<file path="src/rtl/seeprom_pkg.sv">
package seeprom_pkg;
  typedef enum logic [2:0] {
    ST_IDLE  = 3'd0,
    ST_CTRL  = 3'd1,
    ST_WADDR = 3'd2,
    ST_WDATA = 3'd3,
    ST_RDATA = 3'd4,
    ST_HOLD  = 3'd5
  } seep_state_e;
endpackage

</file>
<file path="src/rtl/seeprom_ctrl_match.sv">
module seeprom_ctrl_match #(
  parameter logic [3:0] DEV_CODE = 4'b1010,
  parameter int         NUM_CS   = 3,
  parameter logic [2:0] CS_STRAP = 3'b000
) (
  input  logic [7:0] ctrl_byte,
  output logic       hit,
  output logic       is_read
);
  logic [2:0] cs_ok;

  for (genvar i = 0; i < 3; i++) begin : g_cs
    if (i < NUM_CS) begin : g_cmp
      assign cs_ok[i] = (ctrl_byte[i+1] == CS_STRAP[i]);
    end else begin : g_free
      assign cs_ok[i] = 1'b1;
    end
  end

  assign hit     = (ctrl_byte[7:4] == DEV_CODE) && (&cs_ok);
  assign is_read = ctrl_byte[0];
endmodule

</file>
<file path="src/rtl/seeprom_addr_ctr.sv">
module seeprom_addr_ctr #(
  parameter int AW = 8,
  parameter int PW = 4
) (
  input  logic          clk,
  input  logic          rst_n,
  input  logic          load_en,
  input  logic [7:0]    load_byte,
  input  logic          inc_page,
  input  logic          inc_full,
  output logic [AW-1:0] addr_q
);
  logic [AW+7:0] shifted;
  logic [AW-1:0] addr_page_inc;
  logic [AW-1:0] addr_d;

  assign shifted = {addr_q, load_byte};

  if (PW < AW) begin : g_page_split
    logic [PW-1:0] low_inc;
    assign low_inc       = addr_q[PW-1:0] + 1'b1;
    assign addr_page_inc = {addr_q[AW-1:PW], low_inc};
  end else begin : g_page_whole
    assign addr_page_inc = addr_q + 1'b1;
  end

  always_comb begin
    addr_d = addr_q;
    if (load_en) begin
      addr_d = shifted[AW-1:0];
    end else if (inc_page) begin
      addr_d = addr_page_inc;
    end else if (inc_full) begin
      addr_d = addr_q + 1'b1;
    end
  end

  always_ff @(posedge clk or negedge rst_n) begin
    if (!rst_n) begin
      addr_q <= '0;
    end else if (load_en || inc_page || inc_full) begin
      addr_q <= addr_d;
    end
  end
endmodule

</file>
<file path="src/rtl/seeprom_array.sv">
module seeprom_array #(
  parameter int DEPTH = 256,
  localparam int AW = $clog2(DEPTH)
) (
  input  logic          clk,
  input  logic          wr_en,
  input  logic [AW-1:0] addr,
  input  logic [7:0]    wr_data,
  output logic [7:0]    rd_data
);
  logic [7:0] cells [DEPTH];

  always_ff @(posedge clk) begin
    if (wr_en) begin
      cells[addr] <= wr_data;
    end
  end

  assign rd_data = cells[addr];
endmodule

</file>
<file path="src/rtl/seeprom_slave.sv">
module seeprom_slave
  import seeprom_pkg::*;
#(
  parameter int         DEPTH      = 256,
  parameter int         PAGE       = 16,
  parameter int         ADDR_BYTES = 1,
  parameter logic [3:0] DEV_CODE   = 4'b1010,
  parameter int         NUM_CS     = 3,
  parameter logic [2:0] CS_STRAP   = 3'b000
) (
  input  logic       clk,
  input  logic       rst_n,
  input  logic       ev_start,
  input  logic       ev_rstart,
  input  logic       ev_stop,
  input  logic       rx_valid,
  input  logic [7:0] rx_byte,
  input  logic       mack_valid,
  input  logic       mack_nack,
  output logic       ack_out,
  output logic       tx_valid,
  output logic [7:0] tx_byte
);
  localparam int AW  = $clog2(DEPTH);
  localparam int PW  = $clog2(PAGE);
  localparam int ABW = (ADDR_BYTES > 1) ? $clog2(ADDR_BYTES) : 1;
  localparam logic [ABW-1:0] AB_LAST = ABW'(ADDR_BYTES - 1);

  logic [1:0]    rst_sync;
  logic          rst_i_n;
  seep_state_e   st_q, st_d;
  logic [ABW-1:0] ab_q, ab_d;
  logic          ack_q, ack_d;
  logic          ctrl_hit, ctrl_rd;
  logic          ld_addr, inc_page, inc_full, wr_en;
  logic [AW-1:0] addr_q;

  always_ff @(posedge clk or negedge rst_n) begin
    if (!rst_n) begin
      rst_sync <= 2'b00;
    end else begin
      rst_sync <= {rst_sync[0], 1'b1};
    end
  end
  assign rst_i_n = rst_sync[1];

  seeprom_ctrl_match #(
    .DEV_CODE(DEV_CODE), .NUM_CS(NUM_CS), .CS_STRAP(CS_STRAP)
  ) u_match (
    .ctrl_byte(rx_byte), .hit(ctrl_hit), .is_read(ctrl_rd)
  );

  seeprom_addr_ctr #(.AW(AW), .PW(PW)) u_ctr (
    .clk(clk), .rst_n(rst_i_n), .load_en(ld_addr), .load_byte(rx_byte),
    .inc_page(inc_page), .inc_full(inc_full), .addr_q(addr_q)
  );

  seeprom_array #(.DEPTH(DEPTH)) u_arr (
    .clk(clk), .wr_en(wr_en), .addr(addr_q), .wr_data(rx_byte),
    .rd_data(tx_byte)
  );

  always_comb begin
    st_d     = st_q;
    ab_d     = ab_q;
    ack_d    = 1'b0;
    ld_addr  = 1'b0;
    inc_page = 1'b0;
    inc_full = 1'b0;
    wr_en    = 1'b0;
    if (ev_start || ev_rstart) begin
      st_d = ST_CTRL;
    end else if (ev_stop) begin
      st_d = ST_IDLE;
    end else begin
      unique case (st_q)
        ST_CTRL: begin
          if (rx_valid) begin
            if (ctrl_hit) begin
              ack_d = 1'b1;
              ab_d  = '0;
              st_d  = ctrl_rd ? ST_RDATA : ST_WADDR;
            end else begin
              st_d = ST_IDLE;
            end
          end
        end
        ST_WADDR: begin
          if (rx_valid) begin
            ack_d   = 1'b1;
            ld_addr = 1'b1;
            if (ab_q == AB_LAST) begin
              st_d = ST_WDATA;
            end else begin
              ab_d = ab_q + 1'b1;
            end
          end
        end
        ST_WDATA: begin
          if (rx_valid) begin
            ack_d    = 1'b1;
            wr_en    = 1'b1;
            inc_page = 1'b1;
          end
        end
        ST_RDATA: begin
          if (mack_valid) begin
            inc_full = 1'b1;
            if (mack_nack) begin
              st_d = ST_HOLD;
            end
          end
        end
        default: ;
      endcase
    end
  end

  always_ff @(posedge clk or negedge rst_i_n) begin
    if (!rst_i_n) begin
      st_q  <= ST_IDLE;
      ab_q  <= '0;
      ack_q <= 1'b0;
    end else begin
      st_q  <= st_d;
      ab_q  <= ab_d;
      ack_q <= ack_d;
    end
  end

  assign ack_out  = ack_q;
  assign tx_valid = (st_q == ST_RDATA);
endmodule

</file>
<file path="config.mk">
export PLATFORM = sky130hd
export DESIGN_NAME = seeprom_slave
export DESIGN_NICKNAME = d
export VERILOG_FILES = /design/src/rtl/seeprom_pkg.sv /design/src/rtl/seeprom_ctrl_match.sv /design/src/rtl/seeprom_addr_ctr.sv /design/src/rtl/seeprom_array.sv /design/src/rtl/seeprom_slave.sv
export SDC_FILE = /design/constraint.sdc
export NUM_CORES = 2
export LEC_CHECK = 0
export BUFFER_PORTS_ARGS = -buffer_cell sky130_fd_sc_hd__buf_2
export CAP_MARGIN = 20
export CORE_UTILIZATION = 40
export CTS_BUF_LIST = sky130_fd_sc_hd__clkbuf_4
export CTS_CLUSTER_SIZE = 30
export DETAILED_ROUTE_END_ITERATION = 16
export GPL_TIMING_DRIVEN = 1
export SLEW_MARGIN = 15
export SYNTH_ARGS = -nofsm -noshare
export SYNTH_HDL_FRONTEND = slang
export SYNTH_SLANG_ARGS = --single-unit
</file>
<file path="constraint.sdc">
create_clock -name clk -period 2.9 [get_ports clk]
set_input_delay 0.435 -clock clk [delete_from_list [all_inputs] [get_ports clk]]
set_output_delay 0.435 -clock clk [all_outputs]
set_load 0.05 [all_outputs]
</file>
* Word level (Yosys, flattened, before mapping)
Memories as Yosys holds them, arrays and structs flattened. Cells that the tools add are included.
Cells by class: muxes and demuxes 36, add/sub/neg operators 3, bitwise logic cells 5, eq/ne operators 14, reduce and logical (&&, ||, !) cells 14
Operators with widths (number):
- two-way mux 3 bit | 9
- two-way mux 8 bit | 3
- two-way mux 1 bit | 21
- != test 4 bit (second input constant) | 3
- AND reduction 6 bit | 2
- one-hot mux 3 bit (3 select lines) | 1
- adder 8 x 1 -> 8 bit (second input constant) | 1
- != test 4 x 3 -> 1 bit (second input constant) | 2
- equality test 3 x 2 -> 1 bit (second input constant) | 2
- != test 2 bit (second input constant) | 3
- AND reduction 3 bit | 2
- inverter 1 bit | 5
- nonzero test 5 bit | 1
- adder 4 x 1 -> 4 bit (second input constant) | 1
- equality test 4 bit (second input constant) | 1
- one-hot mux 1 bit (2 select lines) | 2
- nonzero test 2 bit | 2
- equality test 3 x 1 -> 1 bit (second input constant) | 1
- equality test 3 bit (second input constant) | 1
- logical OR 1 bit | 3
- nonzero test 3 bit | 1
- != test 2 x 1 -> 1 bit (second input constant) | 1
- AND reduction 2 bit | 1
- OR reduction 2 bit | 1
- 2 further kinds | 2
Storage, ports and cells: bits in writable memories 2048, memories 1, logic and storage cells 79, output and inout port bits 10, input bits 16, register bits 15
Memories:
- u_arr.cells | depth 256, width 8, rd ports 1, clocked after memory_dff 0, wr ports 1, RTL line seeprom_array.sv:11 | logic [7:0] cells [DEPTH];

* Logic depth before layout (Yosys ltp)
depth in word-level cells 8, mapped depth 9

* Modules after synthesis
From an unflattened synthesis, not the netlist that was laid out.
Unflattened totals: cells, all modules 3618, area, all modules 79102.1 sq um
Modules (own cells, without submodules):
- seeprom_array | cells an instance 3539, area an instance 78332.6 sq um, times used 1
- seeprom_addr_ctr | cells an instance 48, area an instance 449.2 sq um, times used 1
- seeprom_slave | cells an instance 27, area an instance 294.0 sq um, times used 1
- seeprom_ctrl_match | cells an instance 4, area an instance 26.3 sq um, times used 1

* Worst setup path before layout
OpenSTA, ideal clock, no wires.
path kind reg2out, start point reg u_ctr.addr_q[1], end point out tx_byte[6], cell stages (with the launch flop) 9, required time 2.465 ns, path slack -0.130 ns, arrival time 2.595 ns, buffers on the path 3, path through dfrtp_1 buf_2 clkbuf_1 buf_1 mux4_2 a22oi_1 a21oi_1 o41ai_1 nand4_1
On the way: longest elaborated chain between the ends 1
RTL lines:
- start: declaration | RTL line seeprom_addr_ctr.sv:11 | output logic [AW-1:0] addr_q
- start signal: assignment | RTL line seeprom_addr_ctr.sv:42 | addr_q <= addr_d;
- memory (256 x 8 bit)
- end: declaration | RTL line seeprom_slave.sv:22 | output logic [7:0] tx_byte
No other way between the ends.

* Final worst setup path
start point reg u_ctr.addr_q[0], end point out tx_byte[4]
Same word-level chain as after synthesis.

==> results.ini <==
[detailed_routing]
antenna_violating_nets_left = 0
total_length_of_routed_wires_mm = 205
drt_drc_violations_left = 0
length_of_the_first_detailed_routing_pass_in_iterations = 5
wl_per_cell_um = 26.9
vias_per_cell = 5.55
count_of_vias_placed_by_the_detailed_router = 42300
first_iter_violations = 3999

[sta]
layout_min_cycle_time_ns = 4.92
worst_pin_slew_ns = 0.933
min_period_over_period = 1.69
fin_worst_skew_ns = 0.0885
rsz_0062_raised_after_global_routing = yes
setup_viol = 117
slew_viol_final = 0
post-route-worst-setup-slack_ns = -2.02
fmax_ghz = 0.203
max-slew-margin-rel = 0.378
hold_viol = 0

[critical_path]
most_frequent_cell_on_the_critical_path = buf_12
startpoint_type = register
critical-path-slowest-cell = dfrtp_4
crit_arrival_ns = 4.48
path_class = reg2out
worst-path-buf-inv = 7
path_max_fanout = 6
cp.required_ns = 2.47
cp_cell_sequence = buf_12, buf_16, buf_16, buf_12, buf_12, mux4_2, a22oi_2, a21oi_2, o41ai_4, buf_4, nand4_1, buf_6
critical_path.endpoint_type = primary output
max_stage_delay_ns = 0.51
crit_family = buffers and inverters

[synthesis]
yosys-top-cells-area = edfxtp_1 (78%), mux4_2 (15%), a22oi_1 (2.4%)
number_of_distinct_library_cells_after_synthesis = 43
synth-seq-cells = 2062
syn_area_mm2 = 0.0791
yosys_warn_count = 0
syn_area_per_cell_um2 = 21.9
yosysTopAreaCellShare = 0.777
synth_top_area_cell = edfxtp_1
synth.yosys.seq_area_share = 0.782
mappedNetlistNets = 3628
netlist_instances = 3608

[placement]
globalplace.congestion = 0.867
dpl.hpwl_mm = 124
io_buffers = 25
dpl_cell_area_mm2 = 0.0873
dp_cells = 6672
pre_cts_ws_ns = -1.37

[power]
peakVddDrop_mv = 0.297
leakagePower_uw = 0.0306
power.density_mw_per_mm2 = 590

[clock_tree]
cts_buffers = 540
clock_insertion_delay_worst_skew_ns = 1.30
tritoncts_num_sinks = 2062
clk_root_buffer_cell = clkbuf_4
tritoncts_clock_tree = yes
clk_transition_reported_paths_ns = 0.07
h-tree-depth = 6
max-clock-path-buffers = 4

[global_route]
number_of_antenna_violations_at_the_first_check_in_global_routing = 5
overflow = 0
grt_max_degree = 137
globalRouteTotalUtil = 0.206
grt_first_pass_wirelength_mm = 297
vias_in_the_first_global_route = 43700

[final_layout]
share_of_layout_cells_above_drive_strength_1 = 0.444
final_cells = 7623
nets = 4708
final.fill_count = 15900
areaGrowthSynthToFinish_pct = 21.3
final_design_area_no_fill_mm2 = 0.0960
finalCoreUtilization = 0.491

[die]
dieArea_mm2 = 0.200
die_y_um = 447
dieWidth_um = 447
num_rows = 162
core_region_area_mm2 = 0.196
initial_core_util = 0.404
io_pins = 26

[outcome]
failed_checks = negative setup slack
run_status = finished, violations left

[job]
drv.max_cap_violation_count = 0

[min_path]
hold_path_class = in2reg

cells in the mapped netlist:
library cell and instances:
clkbuf_1 145, mux4_2 512, a221o_1 1, nor2_1 266
nor4_1 1, o21ai_0 9, o21bai_1 1, nand4b_1 1
nor4b_1 1, or4b_2 1, ha_1 4, and4b_1 1
nor2b_1 7, buf_6 14, nand2_1 27, a21oi_1 135
nand3_1 10, o41ai_1 25, o31ai_1 1, or2_2 1
a22oi_1 257, edfxtp_1 2048, and2_1 3, and2_0 1
nor3b_1 2, nor3_2 1, buf_4 21, and3_1 4
conb_1 1, o311ai_0 2, xor2_1 2, buf_1 21
dfrtp_1 14, nand4_1 9, o41ai_2 7, a21o_1 1
a31oi_1 3, o22ai_1 1, nand3_2 10, buf_2 31
inv_1 3, nand2b_1 2, a32oi_1 1
placed cells by master (no fill, tap or decap), drive strengths merged, types with 4 or more instances in the layout:
cell / n
and2: 4
edfxtp: 2048
buf: 735
nand4: 9
ha: 4
nor2b: 7
inv: 16
o41ai: 32
and3: 4
clkbuf: 755
a22oi: 257
dfrtp: 14
clkinv: 74
nand2: 27
nand3: 20
dlygate4sd3: 30
o21ai: 9
mux4: 512
diode: 11
nor2: 266
a21oi: 135
layer usage:
layer  global-route usage  vias up  wire length (um)
met1                0.282    22400             84300
met2                0.331     1810            101000
li1                     -    17800                 -
met4               0.0624        0              4390
met3               0.0428      320             15400
met5                    0        -                 0
cells by family (layout without fill, tap and decap cells):
| logic type | count (synthesis) | after routing | share of synthesized area |
|---|---|---|---|
| xor+xnor | 2 | 2 | 0.000221 |
| mux | 512 | 512 | 0.146 |
| other cells | 1 | 12 | 0.0000474 |
| simple gates | 348 | 348 | 0.0188 |
| flops | 2062 | 2062 | 0.782 |
| buf+inv | 235 | 1615 | 0.0140 |
| compound gates | 444 | 444 | 0.0388 |
| fa+ha+maj | 4 | 4 | 0.000633 |
path summary, 6_finish.rpt:
path,start,slack (ns),end,depth (start not counted)
min in group asynchronous,rst_sync[1],0.23,ack_out,0
max in group asynchronous,rst_sync[1],2.20,u_ctr.addr_q[0],0
max,u_ctr.addr_q[0],-2.02,tx_byte[4],12
min reg2reg,rst_sync[1],0.23,ack_out,0
max reg2reg,u_ctr.addr_q[0],0.14,u_arr.cells[244][1],10
min,rx_byte[6],0.20,u_arr.cells[98][6],2
registers in the layout, indices dropped and copies added (netlist names):
signal and count:
u_arr.cells 2048, u_ctr.addr_q 8, st_q 3, rst_sync 2, ack_out 1
power breakdown:
| group | switching [uW] | internal [uW] |
|---|---|---|
| logic | 554 | 123 |
| registers | 7.27 | 32700 |
| clock network | 11200 | 12100 |
| total | 11700 | 44900 |
through the flow:
stage	total power [uW]	setup TNS [ns]	hold slack (ns)
after floorplan	33400	-0.0379	0.139
after global placement	34000	-9.34	0.222
after detailed placement	34100	-9.30	0.224
after CTS	57300	-17.06	0.0805
after global routing	58800	-17.16	0.114
final	56700	-17.50	0.200
layout make-up:
class                   instances  area (um^2)  area share
flip-flops and latches       2062        61900       0.644
multi-input cells            1311        17200       0.179
repair buffers                770         7550      0.0787
clock buffers                 752         5650      0.0588
well taps                    2624         3280      0.0342
clock inverters                90          420     0.00438
diodes                         11         27.5    0.000287
inverters                       3         11.3    0.000117
timing repair:
action	4_1_cts	5_1_grt
setup endpoints to repair	9	515
setup buffers	43	16
hold endpoints to repair	2019	0
resized for setup	201	92
hold buffers	30	0
pin swaps	39	34
cloned	8	3
Power figures use the tool's default switching activity.
